`config.mk`:
```
export PLATFORM = sky130hd
export DESIGN_NAME = cmdq_aging_arb
export DESIGN_NICKNAME = d
export VERILOG_FILES = /design/src/rtl/cmdq_pkg.sv /design/src/rtl/cmdq_cfg_regs.sv /design/src/rtl/cmdq_slot.sv /design/src/rtl/cmdq_age_pick.sv /design/src/rtl/cmdq_aging_arb.sv
export SDC_FILE = /design/constraint.sdc
export NUM_CORES = 1
export LEC_CHECK = 0
export BUFFER_PORTS_ARGS = -buffer_cell sky130_fd_sc_hd__buf_2
export CAP_MARGIN = 5
export CORE_UTILIZATION = 56
export DETAILED_ROUTE_END_ITERATION = 12
export HOLD_SLACK_MARGIN = 0.03
export PLACE_DENSITY = 0.74
export SLEW_MARGIN = 10
export SYNTH_ARGS = -nofsm -noshare
export SYNTH_HDL_FRONTEND = slang
export SYNTH_SLANG_ARGS = --single-unit
```
`constraint.sdc`:
```
create_clock -name clk -period 3.4 [get_ports clk]
set_input_delay 0.34 -clock clk [delete_from_list [all_inputs] [get_ports clk]]
set_output_delay 0.34 -clock clk [all_outputs]
set_load 0.02 [all_outputs]
```
`src/rtl/cmdq_pkg.sv`:
```
package cmdq_pkg;

  typedef enum logic [1:0] {
    REG_TIMEOUT  = 2'd0,
    REG_QOS_ID   = 2'd1,
    REG_QOS_CNT  = 2'd2,
    REG_QOS_FAST = 2'd3
  } cfg_reg_e;

  localparam int ADAPT_BIT = 12;

endpackage

```
`src/rtl/cmdq_cfg_regs.sv`:
```
module cmdq_cfg_regs
  import cmdq_pkg::*;
#(
  parameter int ID_W  = 4,
  parameter int CNT_W = 12,
  parameter int CFG_W = 16
) (
  input  logic             clk,
  input  logic             rst,
  input  logic             cfg_we,
  input  logic [1:0]       cfg_addr,
  input  logic [CFG_W-1:0] cfg_wdata,
  input  logic [ID_W-1:0]  req_id,
  input  logic             req_fast,
  output logic [CNT_W-1:0] reload
);

  logic [CNT_W-1:0] dflt_q, qos_q, fast_q;
  logic [ID_W-1:0]  qid_q;
  logic             adapt_q;

  always_ff @(posedge clk) begin
    if (rst) begin
      dflt_q  <= '1;
      qos_q   <= '1;
      fast_q  <= '1;
      qid_q   <= '0;
      adapt_q <= 1'b0;
    end else if (cfg_we) begin
      unique case (cfg_reg_e'(cfg_addr))
        REG_TIMEOUT: begin
          dflt_q  <= cfg_wdata[CNT_W-1:0];
          adapt_q <= cfg_wdata[ADAPT_BIT];
        end
        REG_QOS_ID:   qid_q  <= cfg_wdata[ID_W-1:0];
        REG_QOS_CNT:  qos_q  <= cfg_wdata[CNT_W-1:0];
        REG_QOS_FAST: fast_q <= cfg_wdata[CNT_W-1:0];
        default: ;
      endcase
    end
  end

  always_comb begin
    if (req_id != qid_q)          reload = dflt_q;
    else if (adapt_q && req_fast) reload = fast_q;
    else                          reload = qos_q;
  end

  assert_cfg_timeout_R10: assert property (@(posedge clk) disable iff (rst)
    (cfg_we && cfg_addr == 2'd0) |=> (dflt_q == $past(cfg_wdata[CNT_W-1:0])));

  assert_cfg_adapt_R3: assert property (@(posedge clk) disable iff (rst)
    (!cfg_we || cfg_addr != 2'd0) |=> (adapt_q == $past(adapt_q)));

endmodule

```
`src/rtl/cmdq_slot.sv`:
```
module cmdq_slot #(
  parameter int ID_W   = 4,
  parameter int ADDR_W = 16,
  parameter int CNT_W  = 12
) (
  input  logic              clk,
  input  logic              rst,
  input  logic              load,
  input  logic              clr,
  input  logic [ID_W-1:0]   in_id,
  input  logic              in_write,
  input  logic              in_chip,
  input  logic [ADDR_W-1:0] in_addr,
  input  logic [CNT_W-1:0]  in_cnt,
  output logic              valid_o,
  output logic [ID_W-1:0]   id_o,
  output logic              write_o,
  output logic              chip_o,
  output logic [ADDR_W-1:0] addr_o,
  output logic              expired_o
);

  logic             valid_q;
  logic [CNT_W-1:0] cnt_q;

  always_ff @(posedge clk) begin
    if (rst) begin
      valid_q <= 1'b0;
      cnt_q   <= '0;
    end else if (clr) begin
      valid_q <= 1'b0;
      cnt_q   <= '0;
    end else if (load) begin
      valid_q <= 1'b1;
      cnt_q   <= in_cnt;
    end else if (valid_q && cnt_q != '0) begin
      cnt_q <= cnt_q - 1'b1;
    end
  end

  // payload carries no reset so it maps onto plain storage
  always_ff @(posedge clk) begin
    if (load) begin
      id_o    <= in_id;
      write_o <= in_write;
      chip_o  <= in_chip;
      addr_o  <= in_addr;
    end
  end

  assign valid_o   = valid_q;
  assign expired_o = valid_q && (cnt_q == '0);

  assert_expired_holds_R6: assert property (@(posedge clk) disable iff (rst)
    (expired_o && !clr) |=> expired_o);

  assert_cnt_step_R1: assert property (@(posedge clk) disable iff (rst)
    (valid_q && !clr && !load && cnt_q != '0) |=> (cnt_q == $past(cnt_q) - 1'b1));

endmodule

```
`src/rtl/cmdq_age_pick.sv`:
```
module cmdq_age_pick #(
  parameter int DEPTH = 8
) (
  input  logic             clk,
  input  logic             rst,
  input  logic [DEPTH-1:0] push_oh,
  input  logic [DEPTH-1:0] valid,
  input  logic [DEPTH-1:0] expired,
  output logic [DEPTH-1:0] grant
);

  // older_q[i][j] = 1 when slot i was written before slot j
  logic [DEPTH-1:0] older_q [DEPTH];
  logic [DEPTH-1:0] cand;

  always_ff @(posedge clk) begin
    if (rst) begin
      for (int i = 0; i < DEPTH; i++) older_q[i] <= '0;
    end else begin
      for (int i = 0; i < DEPTH; i++) begin
        if (push_oh[i]) older_q[i] <= '0;
        else begin
          for (int j = 0; j < DEPTH; j++)
            if (push_oh[j]) older_q[i][j] <= 1'b1;
        end
      end
    end
  end

  assign cand = (|expired) ? expired : valid;

  generate
    for (genvar i = 0; i < DEPTH; i++) begin : g_pick
      logic [DEPTH-1:0] self_m;
      assign self_m   = DEPTH'(1) << i;
      assign grant[i] = cand[i] && (&(~cand | older_q[i] | self_m));
    end
  endgenerate

  assert_grant_onehot_R5: assert property (@(posedge clk) disable iff (rst)
    $onehot0(grant));

  assert_grant_present_R5: assert property (@(posedge clk) disable iff (rst)
    (|valid) |-> (|grant));

  always @(posedge clk) begin
    if (!rst) begin
      for (int i = 0; i < DEPTH; i++)
        for (int j = 0; j < DEPTH; j++)
          if (i != j && valid[i] && valid[j])
            assert_age_order_R5: assert (older_q[i][j] != older_q[j][i]);
    end
  end

endmodule

```
`src/rtl/cmdq_aging_arb.sv`:
```
module cmdq_aging_arb #(
  parameter int DEPTH  = 8,
  parameter int ID_W   = 4,
  parameter int ADDR_W = 16,
  parameter int CNT_W  = 12,
  parameter int CFG_W  = 16
) (
  input  logic              clk,
  input  logic              rst,
  input  logic              push_valid,
  output logic              push_ready,
  input  logic [ID_W-1:0]   push_id,
  input  logic              push_write,
  input  logic              push_chip,
  input  logic [ADDR_W-1:0] push_addr,
  input  logic              fast_req,
  output logic              pop_valid,
  input  logic              pop_ready,
  output logic [ID_W-1:0]   pop_id,
  output logic              pop_write,
  output logic              pop_chip,
  output logic [ADDR_W-1:0] pop_addr,
  output logic              pop_expired,
  output logic              full,
  output logic              chip0_empty,
  output logic              chip1_empty,
  input  logic              cfg_we,
  input  logic [1:0]        cfg_addr,
  input  logic [CFG_W-1:0]  cfg_wdata
);

  logic [CNT_W-1:0]  reload;
  logic [DEPTH-1:0]  valid_v, exp_v, chip_v, write_v, free_v, push_oh, grant, load_v, clr_v;
  logic [ID_W-1:0]   id_a   [DEPTH];
  logic [ADDR_W-1:0] addr_a [DEPTH];
  logic              push_fire, pop_fire;

  cmdq_cfg_regs #(.ID_W(ID_W), .CNT_W(CNT_W), .CFG_W(CFG_W)) i_cfg (
    .clk(clk), .rst(rst), .cfg_we(cfg_we), .cfg_addr(cfg_addr), .cfg_wdata(cfg_wdata),
    .req_id(push_id), .req_fast(fast_req), .reload(reload)
  );

  assign free_v    = ~valid_v;
  assign push_oh   = free_v & (~free_v + 1'b1);
  assign push_fire = push_valid && (|free_v);
  assign load_v    = push_fire ? push_oh : '0;
  assign pop_fire  = pop_valid && pop_ready;
  assign clr_v     = pop_fire ? grant : '0;

  generate
    for (genvar k = 0; k < DEPTH; k++) begin : g_slot
      cmdq_slot #(.ID_W(ID_W), .ADDR_W(ADDR_W), .CNT_W(CNT_W)) i_slot (
        .clk(clk), .rst(rst), .load(load_v[k]), .clr(clr_v[k]),
        .in_id(push_id), .in_write(push_write), .in_chip(push_chip),
        .in_addr(push_addr), .in_cnt(reload),
        .valid_o(valid_v[k]), .id_o(id_a[k]), .write_o(write_v[k]),
        .chip_o(chip_v[k]), .addr_o(addr_a[k]), .expired_o(exp_v[k])
      );
    end
  endgenerate

  cmdq_age_pick #(.DEPTH(DEPTH)) i_pick (
    .clk(clk), .rst(rst), .push_oh(load_v), .valid(valid_v),
    .expired(exp_v), .grant(grant)
  );

  always_comb begin
    pop_id      = '0;
    pop_addr    = '0;
    pop_write   = 1'b0;
    pop_chip    = 1'b0;
    pop_expired = 1'b0;
    for (int k = 0; k < DEPTH; k++) begin
      if (grant[k]) begin
        pop_id      = pop_id | id_a[k];
        pop_addr    = pop_addr | addr_a[k];
        pop_write   = pop_write | write_v[k];
        pop_chip    = pop_chip | chip_v[k];
        pop_expired = pop_expired | exp_v[k];
      end
    end
  end

  assign pop_valid   = |valid_v;
  assign full        = &valid_v;
  assign push_ready  = ~full;
  assign chip0_empty = ~|(valid_v & ~chip_v);
  assign chip1_empty = ~|(valid_v & chip_v);

  assert_expired_first_R4: assert property (@(posedge clk) disable iff (rst)
    (|exp_v) |-> pop_expired);

  assert_pop_frees_R8: assert property (@(posedge clk) disable iff (rst)
    (pop_fire && !push_fire) |=> ($countones(valid_v) == $past($countones(valid_v)) - 1));

  assert_full_drop_R7: assert property (@(posedge clk) disable iff (rst)
    (full && !pop_fire) |=> full);

  assert_chip_flag_R9: assert property (@(posedge clk) disable iff (rst)
    (pop_valid && !pop_chip) |-> !chip0_empty);

endmodule

```
## After elaboration in Yosys (flattened, before gate mapping)

Memory sizes are Yosys's and may differ from the RTL's.
Cells that the tools add are included.

| storage, ports and cells | value |
|---|---|
| bits in registers | 321 |
| latch bits | 0 |
| RAM bits | 64 |
| bits in read-only memories | 0 |
| bits of input ports | 46 |
| output and inout bits | 28 |
| word-level logic and storage cells | 581 |
| memories kept | 1 |

Memories:

| name | depth | bits a word | read ports | clocked after memory_dff | write ports | line | source |
|---|---|---|---|---|---|---|---|
| i_pick.older_q | 8 | 8 | 8 | 0 | 8 | cmdq_age_pick.sv:13 | `logic [DEPTH-1:0] older_q [DEPTH];` |

| operators by class | value |
|---|---|
| add/sub/neg operators | 9 |
| multiply operators | 0 |
| div/mod/pow operators | 0 |
| order comparisons | 0 |
| eq/ne operators | 4 |
| shifts and indexed selects | 0 |
| mux-type cells | 319 |
| bitwise logic cells | 115 |
| reduce and logical (&&, ||, !) cells | 80 |

Operators with widths:

| operator | number |
|---|---|
| 1-bit 2-to-1 mux | 274 |
| 12-bit 2-to-1 mux | 18 |
| 16-bit 2-to-1 mux | 8 |
| 16-bit bitwise OR | 7 |
| 12-bit logical NOT | 8 |
| 12-bit nonzero test | 8 |
| 12-bit by 1-bit subtractor with 12-bit output, second input constant | 8 |
| 8-bit 2-to-1 mux | 11 |
| 1-bit bitwise OR | 85 |
| 8-bit bitwise OR | 7 |
| 7-bit AND reduction | 8 |
| 8-bit OR reduction | 5 |
| 4-bit 2-to-1 mux | 8 |
| 8-bit inverter | 4 |
| 4-bit bitwise OR | 7 |
| 1-bit logical AND | 27 |
| 8-bit bitwise AND | 3 |
| 2-bit nonzero test | 8 |
| 2-bit OR reduction | 8 |
| 8-bit by 1-bit adder with 8-bit output, second input constant | 1 |
| 2-bit AND reduction | 4 |
| 8-bit AND reduction | 1 |
| 7-bit bitwise OR | 1 |
| 2-bit equality test, second input constant | 2 |
| other kinds (5) | 6 |

## Logic depth before layout (Yosys ltp)

Gate-level depths: netlist (run 1).

| depth | value |
|---|---|
| word-level depth | 23 |
| gate-level depth with buffers | 13 |

## By module

Synthesis (run 1) repeated with hierarchy kept, for this count alone.

| unflattened totals | value |
|---|---|
| cells, all modules | 1533 |
| area, all modules | 17123.9 µm² |

By module, submodules not included:

| module | instances | cells each | area each (µm²) |
|---|---|---|---|
| cmdq_slot | 8 | 113 | 1392.6 |
| cmdq_age_pick | 1 | 270 | 2957.8 |
| cmdq_cfg_regs | 1 | 184 | 1884.3 |
| cmdq_aging_arb | 1 | 175 | 1141.1 |

## Worst setup path after synthesis (run 1)

No wires, ideal clock.

| timing | value |
|---|---|
| path kind | reg2out |
| start | reg g_slot[1].i_slot.cnt_q[0] |
| end | out pop_addr[0] |
| arrival | 2647 ps |
| required time | 3060 ps |
| slack | 413 ps |
| cell stages (with the launch flop) | 13 |
| path buffers | 2 |
| cells stage by stage | dfxtp_1 -> inv_1 -> ha_1 -> nor4bb_1 -> nand4_1 -> buf_4 -> nand2_1 -> o31a_4 -> o211ai_1 -> nor3b_2 -> clkbuf_1 -> a22oi_1 -> nand4b_1 |

| between the ends | value |
|---|---|
| word-level cells in the longest chain between the ends | 23 |

RTL lines:

| item | line | source |
|---|---|---|
| from (decl) | cmdq_slot.sv:24 | `logic [CNT_W-1:0] cnt_q;` |
| from (signal assigned) | cmdq_slot.sv:35 | `cnt_q <= in_cnt;` |
| from (signal assigned) | cmdq_slot.sv:37 | `cnt_q <= cnt_q - 1'b1;` |
| 12-bit logical NOT * | cmdq_slot.sv:52 | `assign expired_o = valid_q && (cnt_q == '0);` |
| 1-bit logical AND * | cmdq_slot.sv:52 |  |
| 8-bit OR reduction | cmdq_age_pick.sv:30 | `assign cand = (\|expired) ? expired : valid;` |
| 8-bit 2-to-1 mux * | cmdq_age_pick.sv:30 |  |
| 8-bit inverter | cmdq_age_pick.sv:36 | `assign grant[i] = cand[i] && (&(~cand \| older_q[i] \| self_m));` |
| 8-bit bitwise OR | cmdq_age_pick.sv:36 |  |
| 7-bit AND reduction | cmdq_age_pick.sv:36 |  |
| 1-bit logical AND | cmdq_age_pick.sv:36 |  |
| [... 7 more ...] | n/a |  |
| 16-bit bitwise OR | cmdq_aging_arb.sv:76 | `pop_addr = pop_addr \| addr_a[k];` |
| 16-bit 2-to-1 mux | cmdq_aging_arb.sv:74 | `if (grant[k]) begin` |
| 16-bit bitwise OR | cmdq_aging_arb.sv:76 |  |
| 16-bit 2-to-1 mux | cmdq_aging_arb.sv:74 |  |
| 16-bit bitwise OR | cmdq_aging_arb.sv:76 |  |
| 16-bit 2-to-1 mux | cmdq_aging_arb.sv:74 |  |
| 16-bit bitwise OR | cmdq_aging_arb.sv:76 |  |
| 16-bit 2-to-1 mux * | cmdq_aging_arb.sv:74 |  |
| to (decl) | cmdq_aging_arb.sv:22 | `output logic [ADDR_W-1:0] pop_addr,` |

Mark *: on every way between the ends. The rest lies on a longest branch, timed or not.

## Worst setup path after layout (run 1)

| timing | value |
|---|---|
| start | reg g_slot[3].i_slot.cnt_q[1] |
| end | out pop_id[3] |

| between the ends | value |
|---|---|
| word-level cells in the longest chain between the ends | 23 |

RTL lines:

| item | line | source |
|---|---|---|
| from (decl) | cmdq_slot.sv:24 |  |
| from (signal assigned) | cmdq_slot.sv:35 |  |
| from (signal assigned) | cmdq_slot.sv:37 |  |
| 12-bit logical NOT * | cmdq_slot.sv:52 |  |
| 1-bit logical AND * | cmdq_slot.sv:52 |  |
| 8-bit OR reduction | cmdq_age_pick.sv:30 |  |
| 8-bit 2-to-1 mux * | cmdq_age_pick.sv:30 |  |
| 8-bit inverter | cmdq_age_pick.sv:36 |  |
| 8-bit bitwise OR | cmdq_age_pick.sv:36 |  |
| 7-bit AND reduction | cmdq_age_pick.sv:36 |  |
| 1-bit logical AND | cmdq_age_pick.sv:36 |  |
| [... 7 more ...] | n/a |  |
| 4-bit bitwise OR | cmdq_aging_arb.sv:75 | `pop_id = pop_id \| id_a[k];` |
| 4-bit 2-to-1 mux | cmdq_aging_arb.sv:74 |  |
| 4-bit bitwise OR | cmdq_aging_arb.sv:75 |  |
| 4-bit 2-to-1 mux | cmdq_aging_arb.sv:74 |  |
| 4-bit bitwise OR | cmdq_aging_arb.sv:75 |  |
| 4-bit 2-to-1 mux | cmdq_aging_arb.sv:74 |  |
| 4-bit bitwise OR | cmdq_aging_arb.sv:75 |  |
| 4-bit 2-to-1 mux * | cmdq_aging_arb.sv:74 |  |
| to (decl) | cmdq_aging_arb.sv:19 | `output logic [ID_W-1:0] pop_id,` |

Marks and branches as above.

==> results of run 1 <==
## sequential cells by signal, indices dropped and copies added, names as in the netlist
signal	count
i_cfg.dflt_q	12
i_cfg.qos_q	12
i_pick.older_q	56
g_slot.i_slot.write_o	8
g_slot.i_slot.id_o	32
g_slot.i_slot.cnt_q	96
i_cfg.qid_q	4
g_slot.i_slot.addr_o	128
i_cfg.fast_q	12
i_cfg.adapt_q	1
g_slot.i_slot.valid_o	8
g_slot.i_slot.chip_o	8
## power by group through the flow
stage / clock [mW] / sequential [mW] / combinational [mW]
detailed placement: 0 / 5.20 / 1.45
finish: 4.53 / 5.12 / 1.67
floorplan: 0 / 5.17 / 0.893
global placement: 0 / 5.19 / 1.43
global route: 4.74 / 5.13 / 1.78
CTS: 4.56 / 5.11 / 1.61
## timing repair
item,CTS,global route
endpoints found under the setup margin,26,23
endpoints found under the hold margin,3,0
pin swaps,32,35
hold buffers,3,0
cloned,2,2
gates resized for setup,119,27
setup buffers,28,6
## layout make-up
class,instances,area share (%)
flip-flops and latches,377,45.3
multi-input cells,1272,36.2
repair buffers,226,8.79
clock buffers,59,5.47
well taps,402,2.30
inverters,63,1.08
clock inverters,15,0.848
## metal layers
layer,up-vias,global-route usage (%)
li1,7123,-
met1,7558,40.9
met2,793,54.1
met3,207,5.17
met4,0,18.4
met5,-,0
## layout by cell type, fill, tap and decap left out, types with 11 or more instances in the layout
master | synthesis | final
sky130_fd_sc_hd__nand2_1 | 236 | 234
sky130_fd_sc_hd__edfxtp_1 | 232 | 232
sky130_fd_sc_hd__nor2_1 | 203 | 202
sky130_fd_sc_hd__buf_4 | 4 | 140
sky130_fd_sc_hd__dfxtp_1 | 145 | 133
sky130_fd_sc_hd__o21ai_0 | 87 | 87
sky130_fd_sc_hd__a21oi_1 | 90 | 87
sky130_fd_sc_hd__nand3_1 | 77 | 74
sky130_fd_sc_hd__nand4_1 | 57 | 57
sky130_fd_sc_hd__nor3_1 | 54 | 51
sky130_fd_sc_hd__inv_1 | 58 | 46
sky130_fd_sc_hd__buf_2 | 15 | 46
sky130_fd_sc_hd__clkbuf_16 | 0 | 44
sky130_fd_sc_hd__a22oi_1 | 51 | 38
sky130_fd_sc_hd__o22ai_1 | 34 | 33
sky130_fd_sc_hd__nand3b_1 | 28 | 28
sky130_fd_sc_hd__nand4b_1 | 25 | 25
sky130_fd_sc_hd__nand2b_1 | 21 | 21
sky130_fd_sc_hd__nor4_1 | 21 | 19
sky130_fd_sc_hd__nor2b_1 | 19 | 19
sky130_fd_sc_hd__buf_6 | 1 | 18
sky130_fd_sc_hd__or3_1 | 17 | 17
sky130_fd_sc_hd__o2111ai_2 | 0 | 16
sky130_fd_sc_hd__buf_12 | 0 | 15
sky130_fd_sc_hd__a22oi_2 | 0 | 13
sky130_fd_sc_hd__xnor2_1 | 13 | 13
sky130_fd_sc_hd__a211oi_1 | 13 | 13
sky130_fd_sc_hd__a211o_1 | 12 | 12
sky130_fd_sc_hd__ha_1 | 16 | 12
sky130_fd_sc_hd__inv_2 | 0 | 11
sky130_fd_sc_hd__o211ai_1 | 11 | 11
sky130_fd_sc_hd__mux2i_1 | 12 | 11
sky130_fd_sc_hd__dfxtp_2 | 0 | 11
## worst max-delay path, cell delays in order, from the launching register on
cell	delay (ps)
sky130_fd_sc_hd__dfxtp_2	340
sky130_fd_sc_hd__inv_2	60
sky130_fd_sc_hd__ha_4	150
sky130_fd_sc_hd__and3b_2	190
sky130_fd_sc_hd__nand4_1	120
sky130_fd_sc_hd__buf_6	160
sky130_fd_sc_hd__buf_6	120
sky130_fd_sc_hd__o22ai_2	60
sky130_fd_sc_hd__or4_4	530
sky130_fd_sc_hd__a2111oi_4	190
sky130_fd_sc_hd__buf_4	180
sky130_fd_sc_hd__buf_12	130
sky130_fd_sc_hd__buf_12	130
sky130_fd_sc_hd__nand4_1	110
sky130_fd_sc_hd__nand4b_1	180
sky130_fd_sc_hd__buf_4	170
## worst min path at each step
stage	startpoint	to	slack, ps	cells past startpoint
finish	cfg_wdata[11]	i_cfg.dflt_q[11]$_SDFFE_PP1P_	40	2
global route	cfg_wdata[11]	i_cfg.dflt_q[11]$_SDFFE_PP1P_	50	2
CTS	cfg_wdata[8]	i_cfg.dflt_q[8]$_SDFFE_PP1P_	30	2
detailed placement	i_cfg.qos_q[10]$_SDFFE_PP1P_	i_cfg.qos_q[10]$_SDFFE_PP1P_	460	2
global placement	i_cfg.qos_q[5]$_SDFFE_PP1P_	i_cfg.qos_q[5]$_SDFFE_PP1P_	450	2
floorplan	i_cfg.fast_q[11]$_SDFFE_PP1P_	i_cfg.fast_q[11]$_SDFFE_PP1P_	440	2
## cells by family after synthesis
logic type / synth area share, %
AOI/OAI and AO/OA: 15.4
xor gates and xnor gates: 0.922
adders and majority gates: 1.11
buffers and inverters: 4.08
DFF: 54.7
muxes: 0.791
and+or+nand+nor: 23.0
## Yosys cell counts (8+ instances only)
library cell	number	area share [%]
sky130_fd_sc_hd__inv_1	58	1.2
sky130_fd_sc_hd__a211o_1	12	0.58
sky130_fd_sc_hd__nor4_1	21	0.73
sky130_fd_sc_hd__nand2_1	236	4.9
sky130_fd_sc_hd__o21ai_1	8	0.22
sky130_fd_sc_hd__nor2b_1	19	0.66
sky130_fd_sc_hd__o211ai_1	11	0.46
sky130_fd_sc_hd__or3_1	17	0.59
sky130_fd_sc_hd__nand3b_1	28	1.2
sky130_fd_sc_hd__a21oi_1	90	2.5
sky130_fd_sc_hd__buf_2	15	0.42
sky130_fd_sc_hd__a22oi_1	51	2.1
sky130_fd_sc_hd__dfxtp_1	145	16
sky130_fd_sc_hd__edfxtp_1	232	39
sky130_fd_sc_hd__nand2b_1	21	0.73
sky130_fd_sc_hd__o21ai_0	87	2.4
sky130_fd_sc_hd__a211oi_1	13	0.54
sky130_fd_sc_hd__nand4b_1	25	1.2
sky130_fd_sc_hd__o2111ai_1	22	1.1
sky130_fd_sc_hd__mux2i_1	12	0.67
sky130_fd_sc_hd__o22ai_1	34	1.2
sky130_fd_sc_hd__xnor2_1	13	0.63
sky130_fd_sc_hd__nand3_1	77	2.1
sky130_fd_sc_hd__ha_1	16	1.1
sky130_fd_sc_hd__nor2_1	203	4.2
sky130_fd_sc_hd__nor3_1	54	1.5
sky130_fd_sc_hd__clkbuf_1	96	2.0
sky130_fd_sc_hd__a311oi_1	8	0.39
sky130_fd_sc_hd__nand4_1	57	2.0
==> out/qor_table.md, run 1 <==
| Item | This run | Unit |
| --- | --- | --- |
| Reg power frac | 45.2 | % |
| Number of nets in the synthesized netlist | 1896 | - |
| Flip-flop and latch count after synthesis | 377 | - |
| Clk slew on worst S/H paths | 60 | ps |
| Mean number of vias per cell | 6.50 | - |
| Cell area after technology mapping | 18000 | um2 |
| Congestion Overflow GR | 0 | - |
| Tmin final | 3710 | ps |
| Antenna fix cells | 0 | - |
| Path depth of the worst reg2reg path | 18 | - |
| Max Clock Freq | 269 | MHz |
| Skew-Pair Late Insertion Delay | 540 | ps |
| Final nets | 2042 | - |
| Mean routed wirelength per cell | 22.6 | um |
| Number of flops mapped to enable cells by yosys | 232 | - |
| Bufs on Longest Clock Path | 3 | - |
| Detailed Routing Iterations Pass 1 | 6 | - |
| Die area | 32900 | um2 |
| Post-synthesis to final-layout area growth | 21.0 | % |
| Run status | complete, but fails checks | - |
| Dpl ws | -54.6 | ps |
| Initial core utilization | 57.0 | % |
| Synthesis Warnings | 0 | - |
| Fin crit share | 109 | % |
| Num CTS Buffers | 40 | - |
| Width of the chip | 181 | um |
| Kind of start point of the critical path | flip-flop | - |
| Cells after Synth | 1834 | - |
| Endpoints failing setup | 23 | - |
| Total routing usage reported by global routing | 32.7 | % |
| CTS tree | done | - |
| Average instance area after synthesis | 9.84 | um2 |
| Sw Pwr | 2.91 | mW |
| Area taken by multi-input logic gates | 7910 | um2 |
| Final weighted congestion in routability-driven placement | 1.06 | - |
| Highest routed metal layer | met4 | - |
| Critical path startpoint | g_slot[3].i_slot.cnt_q[1]$_SDFFE_PP0P_ | - |
| Hold Path Class | in2reg | - |
| Number of placed instances with taps included | 2302 | - |
| Max-cap violation count | 0 | - |
| Non-filler cells in the finished layout | 2414 | - |
| Worst path arrival time | 3370 | ps |
| Number of buffers inserted by port buffering | 70 | - |
| Wire length of the first global-routing pass | 83300 | um |
| Worst Setup Path Type | reg2out | - |
| Number of cell rows | 65 | - |
| Violated checks | setup timing | - |
| Endpoints failing hold | 0 | - |
| Switch share | 25.7 | % |
| Power density over the cells | 518 | nW/um2 |
| Met3 WL | 4490 | um |
| Antenna violations before repair | 0 | - |
| Relative contribution of the clock network to total power | 40.0 | % |
| Transition time at the pin with the least slew margin | 977 | ps |
| Number of vias after detailed routing | 15681 | - |
| Number of global-route vias before repair | 15010 | - |
| Maximum vdd ir drop | 0.000427 | V |
| Wl on met1 | 21300 | um |
| Count of final max-slew check failures | 0 | - |
| Critical Path End Type | output port | - |
| Sequential element share of the synthesized area | 54.7 | % |
| Share of post-route cells with drive strength above 1 | 20.6 | % |
| Chip height | 181 | um |
| DR iter-0 viols | 1609 | - |
| Unrepaired setup endpoints after global routing | true | - |
| Final antenna-violating net count | 0 | - |
| Pwr Total | 11.3 | mW |
| Routed wire length | 54500 | um |
| Number of distinct library cell variants in the gate-level netlist after synthesis | 83 | - |
| Worst slew margin | 34.6 | % |
| Critical register-to-register path startpoint | g_slot[3].i_slot.cnt_q[1]$_SDFFE_PP0P_ | - |
| Endpoint of the lowest-slack register-to-register path | g_slot[7].i_slot.cnt_q[2]$_SDFFE_PP0P_ | - |
| Int Power | 8.40 | mW |
| Fraction of synthesis flops using an asynchronous set or reset pin | 0 | % |
| Most used DFF post-synth | sky130_fd_sc_hd__edfxtp_1 | - |
| Routed length on met2 | 25500 | um |
| CTS sink cnt | 377 | - |
| Setup skew after layout | 14.0 | ps |
| CP endpoint | pop_id[3] | - |
| CP max FO | 7 | - |
| Post-route standard cell area excluding fillers | 21800 | um2 |
| Total core area | 31600 | um2 |
| Layout fillers | 2377 | - |
| Reported leakage power | 8.38 | nW |
| Proportion of power drawn by combinational gates | 14.7 | % |
| Required time of the critical path | 3060 | ps |
| Sequential cell area | 9890 | um2 |
| H-tree levels | 2 | - |
| Sum of negative setup slack | -5740 | ps |
| Maximum number of pins on one net before global-route repair | 65 | - |
| Placed cell area | 19500 | um2 |
| R2r setup slk | 130 | ps |
| Library cell used as clock root buffer | sky130_fd_sc_hd__clkbuf_16 | - |
| Final Util | 69.0 | % |
| Ports | 74 | - |
| Worst hold slack | 38.8 | ps |
| Detailed-route DRC error count | 0 | - |
| Setup slack of the critical path after layout | -311 | ps |
| Detailed placement HPWL | 34900 | um |
(Power assumes the default switching activity.)
==> run 2, diff against run 1 <==
Settings changed: CELL_PAD_IN_SITES_DETAIL_PLACEMENT set to 2, CELL_PAD_IN_SITES_GLOBAL_PLACEMENT set to 2, CORE_UTILIZATION 56 to 40, PLACE_DENSITY 0.74 to 0.8.
==> run 2 against run 1 <==
- the run still ends with setup timing left
- maximum frequency is 8.8% lower
- critical path depth is 2 lower
- sequential power hardly changed
- largest cell class unchanged
==> out/qor_table.md, run 2 (same netlist as run 1, synthesis figures left out) <==
| Item | This run | Unit | Delta |
| --- | --- | --- | --- |
| Setup skew after layout | 31.1 | ps | +17.0 ps |
| Area taken by multi-input logic gates | 8000 | um2 | +1.1% |
| Total routing usage reported by global routing | 33.9 | % | +1.2 points |
| Fin crit share | 120 | % | +11 points |
| Layout fillers | 4510 | - | +90% |
| Reported leakage power | 8.73 | nW | +4.2% |
| Chip height | 214 | um | +18% |
| Detailed placement HPWL | 47900 | um | +37% |
| Relative contribution of the clock network to total power | 39.8 | % | -0.2 points |
| Number of vias after detailed routing | 17003 | - | +8.4% |
| Violated checks | setup timing | - |  |
| Critical Path End Type | output port | - |  |
| CTS sink cnt | 377 | - | unchanged |
| Worst Setup Path Type | reg2out | - |  |
| CTS tree | done | - |  |
| Post-synthesis to final-layout area growth | 26.1 | % |  |
| Library cell used as clock root buffer | sky130_fd_sc_hd__clkbuf_16 | - |  |
| Maximum vdd ir drop | 0.000306 | V | -28% |
| Wire length of the first global-routing pass | 117000 | um | +41% |
| Worst Hold Path EP | g_slot[2].i_slot.addr_o[11]$_DFFE_PP_ | - |  |
| Proportion of power drawn by combinational gates | 16.7 | % | +2.0 points |
| H-tree levels | 2 | - | unchanged |
| Endpoints failing setup | 26 | - | +13% |
| Reg power frac | 43.5 | % | -1.7 points |
| Critical register-to-register path startpoint | g_slot[6].i_slot.valid_o$_SDFFE_PP0P_ | - |  |
| Final weighted congestion in routability-driven placement | 0.970 | - | -8.2% |
| Hold Path Class | in2reg | - |  |
| Max-cap violation count | 0 | - | unchanged |
| Share of post-route cells with drive strength above 1 | 23.4 | % | +2.8 points |
| Initial core utilization | 40.7 | % | -16 points |
| Tmin final | 4070 | ps | +358 ps |
| Final Util | 51.3 | % | -18 points |
| Routed wire length | 81900 | um | +50% |
| Maximum number of pins on one net before global-route repair | 50 | - | -23% |
| Setup slack of the critical path after layout | -669 | ps | -358 ps |
| Top library cells by usage in the layout, fill and taps aside | sky130_fd_sc_hd__nand2_1, sky130_fd_sc_hd__edfxtp_1, sky130_fd_sc_hd__nor2_1 | - |  |
| Count of cells along the worst hold path | 1 | - | -1 |
| Detailed Routing Iterations Pass 1 | 5 | - | -1 |
| Kind of start point of the critical path | flip-flop | - |  |
| Number of cell rows | 77 | - | +18% |
| Sum of negative setup slack | -14320 | ps | -8580 ps |
| Switch share | 28.8 | % | +3.0 points |
| Num CTS Buffers | 43 | - | +7.5% |
| Number of buffers inserted by port buffering | 70 | - | unchanged |
| Final nets | 2106 | - | +3.1% |
| Bufs on Longest Clock Path | 3 | - | unchanged |
| Sequential cell area | 9890 | um2 | about the same |
| Leading registers by flop count | g_slot.i_slot.addr_o: 128 flops, g_slot.i_slot.cnt_q: 96 flops, i_pick.older_q: 56 flops | - |  |
| Number of global-route vias before repair | 18199 | - | +21% |
| Transition time at the pin with the least slew margin | 1000 | ps | +26.7 ps |
| Largest reg by FF count | g_slot.i_slot.addr_o | - |  |
| Mean number of vias per cell | 6.38 | - | -1.8% |
| Skew-Pair Late Insertion Delay | 590 | ps | +50 ps |
| Endpoint of the lowest-slack register-to-register path | g_slot[2].i_slot.cnt_q[3]$_SDFFE_PP0P_ | - |  |
| Sw Pwr | 3.40 | mW | +17% |
| Final antenna-violating net count | 0 | - | unchanged |
| Clk slew on worst S/H paths | 60 | ps | about the same |
| Non-filler cells in the finished layout | 2666 | - | +10% |
| Count of final max-slew check failures | 0 | - | unchanged |
| Number of placed instances with taps included | 2513 | - | +9.2% |
| Dpl ws | -261 | ps | -206 ps |
| Number of flip-flops under the largest register name | 128 | - | unchanged |
| Mean routed wirelength per cell | 30.7 | um | +36% |
| Pwr Total | 11.8 | mW | +4.5% |
| Path depth of the worst reg2reg path | 9 | - | -9 |
| Int Power | 8.42 | mW | +0.19% |
| Worst path arrival time | 3730 | ps | +360 ps |
| Antenna violations before repair | 0 | - | unchanged |
| Run status | complete, but fails checks | - |  |
| Detailed-route DRC error count | 0 | - | unchanged |
| R2r setup slk | -70 | ps | -200 ps |
| CP max FO | 7 | - | unchanged |
| Congestion Overflow GR | 0 | - | unchanged |
| Unrepaired setup endpoints after global routing | true | - |  |
| Max Clock Freq | 246 | MHz | -8.8% |
| Placed cell area | 19900 | um2 | +2.2% |
| Endpoints failing hold | 0 | - | unchanged |
| DR iter-0 viols | 1514 | - | -5.9% |
| Die area | 46000 | um2 | +40% |
| Power density over the cells | 519 | nW/um2 | +0.23% |
| Antenna fix cells | 0 | - | unchanged |
| Width of the chip | 214 | um | +18% |
| Worst hold slack | 39.3 | ps | +0.555 ps |
| Total core area | 44300 | um2 | +40% |
| Post-route standard cell area excluding fillers | 22800 | um2 | +4.2% |
| Worst slew margin | 32.9 | % | -1.8 points |
| Required time of the critical path | 3060 | ps | about the same |
| Start point of the worst hold path | push_addr[11] | - |  |
| Ports | 74 | - | unchanged |
## run 2: how the worst max path moves through the flow
stage | slack, ps | from | cells after the start | to
after global placement | -110 | g_slot[4].i_slot.cnt_q[1]$_SDFFE_PP0P_ | 12 | pop_chip
after CTS | -420 | g_slot[3].i_slot.cnt_q[1]$_SDFFE_PP0P_ | 14 | pop_chip
after floorplan | 410 | g_slot[1].i_slot.cnt_q[0]$_SDFFE_PP0P_ | 12 | pop_addr[0]
after detailed placement | -260 | g_slot[1].i_slot.cnt_q[1]$_SDFFE_PP0P_ | 13 | pop_write
final | -670 | g_slot[7].i_slot.cnt_q[0]$_SDFFE_PP0P_ | 13 | pop_addr[7]
after global routing | -730 | g_slot[7].i_slot.cnt_q[0]$_SDFFE_PP0P_ | 13 | pop_addr[7]
## run 2: power groups by stage
stage          Sequential (mW)  Combinational, mW  Clock [mW]
2_1_floorplan             5.17              0.893           0
3_3_place_gp              5.20               1.53           0
3_5_place_dp              5.21               1.62           0
4_1_cts                   5.13               1.83        4.71
5_1_grt                   5.15               2.05        4.87
6_report                  5.14               1.97        4.70
## run 2: repair_timing
| action | CTS | global route |
|---|---|---|
| gates cloned | 4 | 2 |
| pin swaps | 40 | 16 |
| endpoints found under the hold margin | 31 | 0 |
| gates resized for setup | 123 | 58 |
| hold buffers | 11 | 0 |
| endpoints found under the setup margin | 62 | 24 |
| setup buffers | 51 | 13 |
## run 2: per-layer routing
layer  vias to the layer above  part of all wire (%)  global-route usage [%]
met3                       237                   5.7                    4.78
met4                         0                   5.2                    16.1
li1                       7251                     -                       -
met2                       731                    50                    59.8
met1                      8784                    39                    40.6
met5                         -                     0                       0
## run 2: cell type report
class	count	area share, %
multi-input cells	1272	35.1
repair buffers	287	11.1
inverters	63	1.07
well taps	592	3.26
clock buffers	61	5.33
flip-flops and latches	377	43.5
clock inverters	14	0.638
## run 2: worst max-delay path, stage by stage, from the launching register on
cell and delay (ps):
sky130_fd_sc_hd__dfxtp_2 360, sky130_fd_sc_hd__inv_2 70, sky130_fd_sc_hd__ha_1 210, sky130_fd_sc_hd__nor3b_2 170, sky130_fd_sc_hd__nand3_1 190, sky130_fd_sc_hd__buf_4 220, sky130_fd_sc_hd__o22ai_1 150, sky130_fd_sc_hd__nor4_2 340
sky130_fd_sc_hd__o21ai_2 150, sky130_fd_sc_hd__a2111o_2 510, sky130_fd_sc_hd__clkbuf_16 230, sky130_fd_sc_hd__o2111ai_2 190, sky130_fd_sc_hd__nand4b_1 180, sky130_fd_sc_hd__buf_4 170
==> run 3, diff against run 2 <==
Settings changed: PLACE_DENSITY 0.8 to 0.78.
==> run 3 against run 2 <==
- clock skew increased by 17 ps
- the run still ends with setup timing left
- clock power increased by 14%
- sequential cell count unchanged
- combinational power increased by 16%
- first-iteration DRC count increased by 25%
- global-route usage increased by 4.2 points
- register-to-register slack got worse by 300 ps
- largest cell class unchanged
- non-clock buffer count increased by 79
- critical path depth decreased by 1
- largest power group is now the clock network
- final cell count increased by 3.2%
- hold slack improved by 11 ps
==> out/qor_table.md, run 3 (same netlist as run 1, synthesis figures left out) <==
| Item | This run | Unit | Delta |
| --- | --- | --- | --- |
| Run status | complete, but fails checks | - |  |
| Violated checks | setup timing | - |  |
| Top cell family by delay on the critical path | simple AND/OR/NAND/NOR gates | - |  |
| Number of placed instances with taps included | 2585 | - | +2.9% |
| CTS tree | done | - |  |
| Worst Setup Path Type | reg2out | - |  |
| Skew-Pair Late Insertion Delay | 620 | ps | +30 ps |
| Top library cells by usage in the layout, fill and taps aside | sky130_fd_sc_hd__edfxtp_1, sky130_fd_sc_hd__buf_4, sky130_fd_sc_hd__nand2_1 | - |  |
| Sum of negative setup slack | -19630 | ps | -5300 ps |
| Power density over the cells | 539 | nW/um2 | +3.7% |
| Post-route standard cell area excluding fillers | 23800 | um2 | +4.4% |
| Congestion Overflow GR | 0 | - | unchanged |
| Maximum vdd ir drop | 0.000348 | V | +14% |
| Dpl ws | -317 | ps | -56.3 ps |
| Count of final max-slew check failures | 0 | - | unchanged |
| Count of buffer and inverter cells on the critical path | 4 | - | unchanged |
| Final Util | 53.6 | % | +2.3 points |
| Clk slew on worst S/H paths | 80 | ps | +20 ps |
| Initial core utilization | 40.7 | % | unchanged |
| Ports | 74 | - | unchanged |
| Highest cell delay on the worst timing path | 530 | ps | +20 ps |
| Total routing usage reported by global routing | 38.1 | % | +4.2 points |
| Bufs on Longest Clock Path | 3 | - | unchanged |
| Final weighted congestion in routability-driven placement | 0.968 | - | -0.20% |
| Antenna violations before repair | 4 | - | +4 |
| Detailed-route DRC error count | 0 | - | unchanged |
| Num CTS Buffers | 43 | - | unchanged |
| Endpoints failing setup | 54 | - | +110% |
| Wire length of the first global-routing pass | 131000 | um | +11% |
| DR iter-0 viols | 1893 | - | +25% |
| Share of post-route cells with drive strength above 1 | 26.7 | % | +3.3 points |
| Hold Path Class | in2reg | - |  |
| Total core area | 44300 | um2 | unchanged |
| Largest reg by FF count | g_slot.i_slot.addr_o | - |  |
| Library cell used as clock root buffer | sky130_fd_sc_hd__clkbuf_16 | - |  |
| Fin crit share | 127 | % | +7.3 points |
| Width of the chip | 214 | um | unchanged |
| Cell type with the highest occurrence count on the critical path | sky130_fd_sc_hd__buf_4 | - |  |
| Max Clock Freq | 232 | MHz | -5.7% |
| Most common cell after layout, fill and taps aside | sky130_fd_sc_hd__edfxtp_1 | - |  |
| Max-cap violation count | 0 | - | unchanged |
| Number of buffers inserted by port buffering | 70 | - | unchanged |
| List of cells traversed by the critical path | or4_4 -> nand4b_4 -> buf_4 -> buf_4 -> o22ai_1 -> nor3_1 -> o21ai_1 -> a21oi_2 -> buf_12 -> a22oi_1 -> nand4b_1 -> buf_4 | - |  |
| Non-filler cells in the finished layout | 2750 | - | +3.2% |
| CTS sink cnt | 377 | - | unchanged |
| Routed wire length | 100000 | um | +23% |
| Final nets | 2185 | - | +3.8% |
| Tmin final | 4320 | ps | +247 ps |
| H-tree levels | 2 | - | unchanged |
| Post-synthesis to final-layout area growth | 31.7 | % |  |
| Number of cell rows | 77 | - | unchanged |
| Endpoints failing hold | 0 | - | unchanged |
| Antenna fix cells | 0 | - | unchanged |
| Layout fillers | 4356 | - | -3.4% |
| Number of global-route vias before repair | 19298 | - | +6.0% |
| Maximum number of pins on one net before global-route repair | 74 | - | +48% |
| Setup skew after layout | 48.2 | ps | +17.2 ps |
| Worst slew margin | 19.3 | % | -14 points |
| Unrepaired setup endpoints after global routing | true | - |  |
| Placed cell area | 20500 | um2 | +2.7% |
| Detailed placement HPWL | 51100 | um | +6.8% |
| Leading registers by flop count | g_slot.i_slot.addr_o: 128 flops, g_slot.i_slot.cnt_q: 96 flops, i_pick.older_q: 56 flops | - |  |
| Number of vias after detailed routing | 18551 | - | +9.1% |
| Reported leakage power | 9.25 | nW | +5.9% |
| Setup slack of the critical path after layout | -915 | ps | -247 ps |
| Detailed Routing Iterations Pass 1 | 5 | - | unchanged |
| CP max FO | 22 | - | +15 |
| Kind of start point of the critical path | flip-flop | - |  |
| Die area | 46000 | um2 | unchanged |
| Number of flip-flops under the largest register name | 128 | - | unchanged |
| Mean routed wirelength per cell | 36.5 | um | +19% |
| Chip height | 214 | um | unchanged |
| Transition time at the pin with the least slew margin | 1200 | ps | +196 ps |
| Critical path's slowest cell | sky130_fd_sc_hd__or4_4 | - |  |
| Final antenna-violating net count | 0 | - | unchanged |
| Critical Path End Type | output port | - |  |
| Worst path arrival time | 3980 | ps | +250 ps |
| Required time of the critical path | 3060 | ps | about the same |
| Mean number of vias per cell | 6.75 | - | +5.8% |
[run 3: cell types whose count changed in the layout (fill, tap and decap cells not counted), sizes merged]
cell         before  now
bufinv            3    6
clkbuf           63   58
inv              57   59
dlygate4sd3      11   14
clkinv           15   18
clkinvlp          2    5
buf             274  349
[run 3: repair_timing]
action / 4_1_cts / 5_1_grt
setup endpoints to repair: 39 / 41
setup buffers: 46 / 26
resized for setup: 130 / 85
gates cloned: 5 / 3
pin swaps: 48 / 39
endpoints found under the hold margin: 42 / 0
hold buffers: 14 / 0
[run 3: worst paths after layout]
path / start / endpoint / cells past startpoint / slack (ps)
setup / recovery: g_slot[2].i_slot.cnt_q[6]$_SDFFE_PP0P_ / pop_addr[7] / 12 / -920
hold / removal: push_addr[6] / g_slot[3].i_slot.addr_o[6]$_DFFE_PP_ / 1 / 50
setup reg to reg: g_slot[2].i_slot.valid_o$_SDFFE_PP0P_ / g_slot[2].i_slot.cnt_q[11]$_SDFFE_PP0P_ / 10 / -370
hold reg to reg: i_cfg.qos_q[3]$_SDFFE_PP1P_ / i_cfg.qos_q[3]$_SDFFE_PP1P_ / 2 / 480
[run 3: per-layer routing]
layer / track usage [%] / vias to the layer above / wire, um
met4: 23.1 / 4 / 7890
met3: 5.93 / 449 / 9040
met5: 0 / - / 27
met1: 45.6 / 9399 / 36400
met2: 64.6 / 1316 / 47100
li1: - / 7383 / -
[run 3: through the flow]
step / hold WS [ps] / total power [mW]
after floorplan: 437 / 6.06
after global placement: 448 / 6.77
after detailed placement: 461 / 6.89
after CTS: 31.9 / 12.3
after global routing: 43.8 / 12.9
final: 49.9 / 12.8
[run 3: report_power, final]
part	switching, mW	internal [mW]
clock network	2.33	3.05
registers	0.132	5.00
logic	1.49	0.787
[run 3: layout make-up]
class	instances	area, um2	area share [%]
Sequential cell	377	9890	41.6
Clock inverter	25	322	1.35
Timing Repair Buffer	366	3230	13.6
Multi-Input combinational cell	1272	8110	34.1
Inverter	63	236	0.995
Tap cell	592	741	3.12
Clock buffer	55	1230	5.19
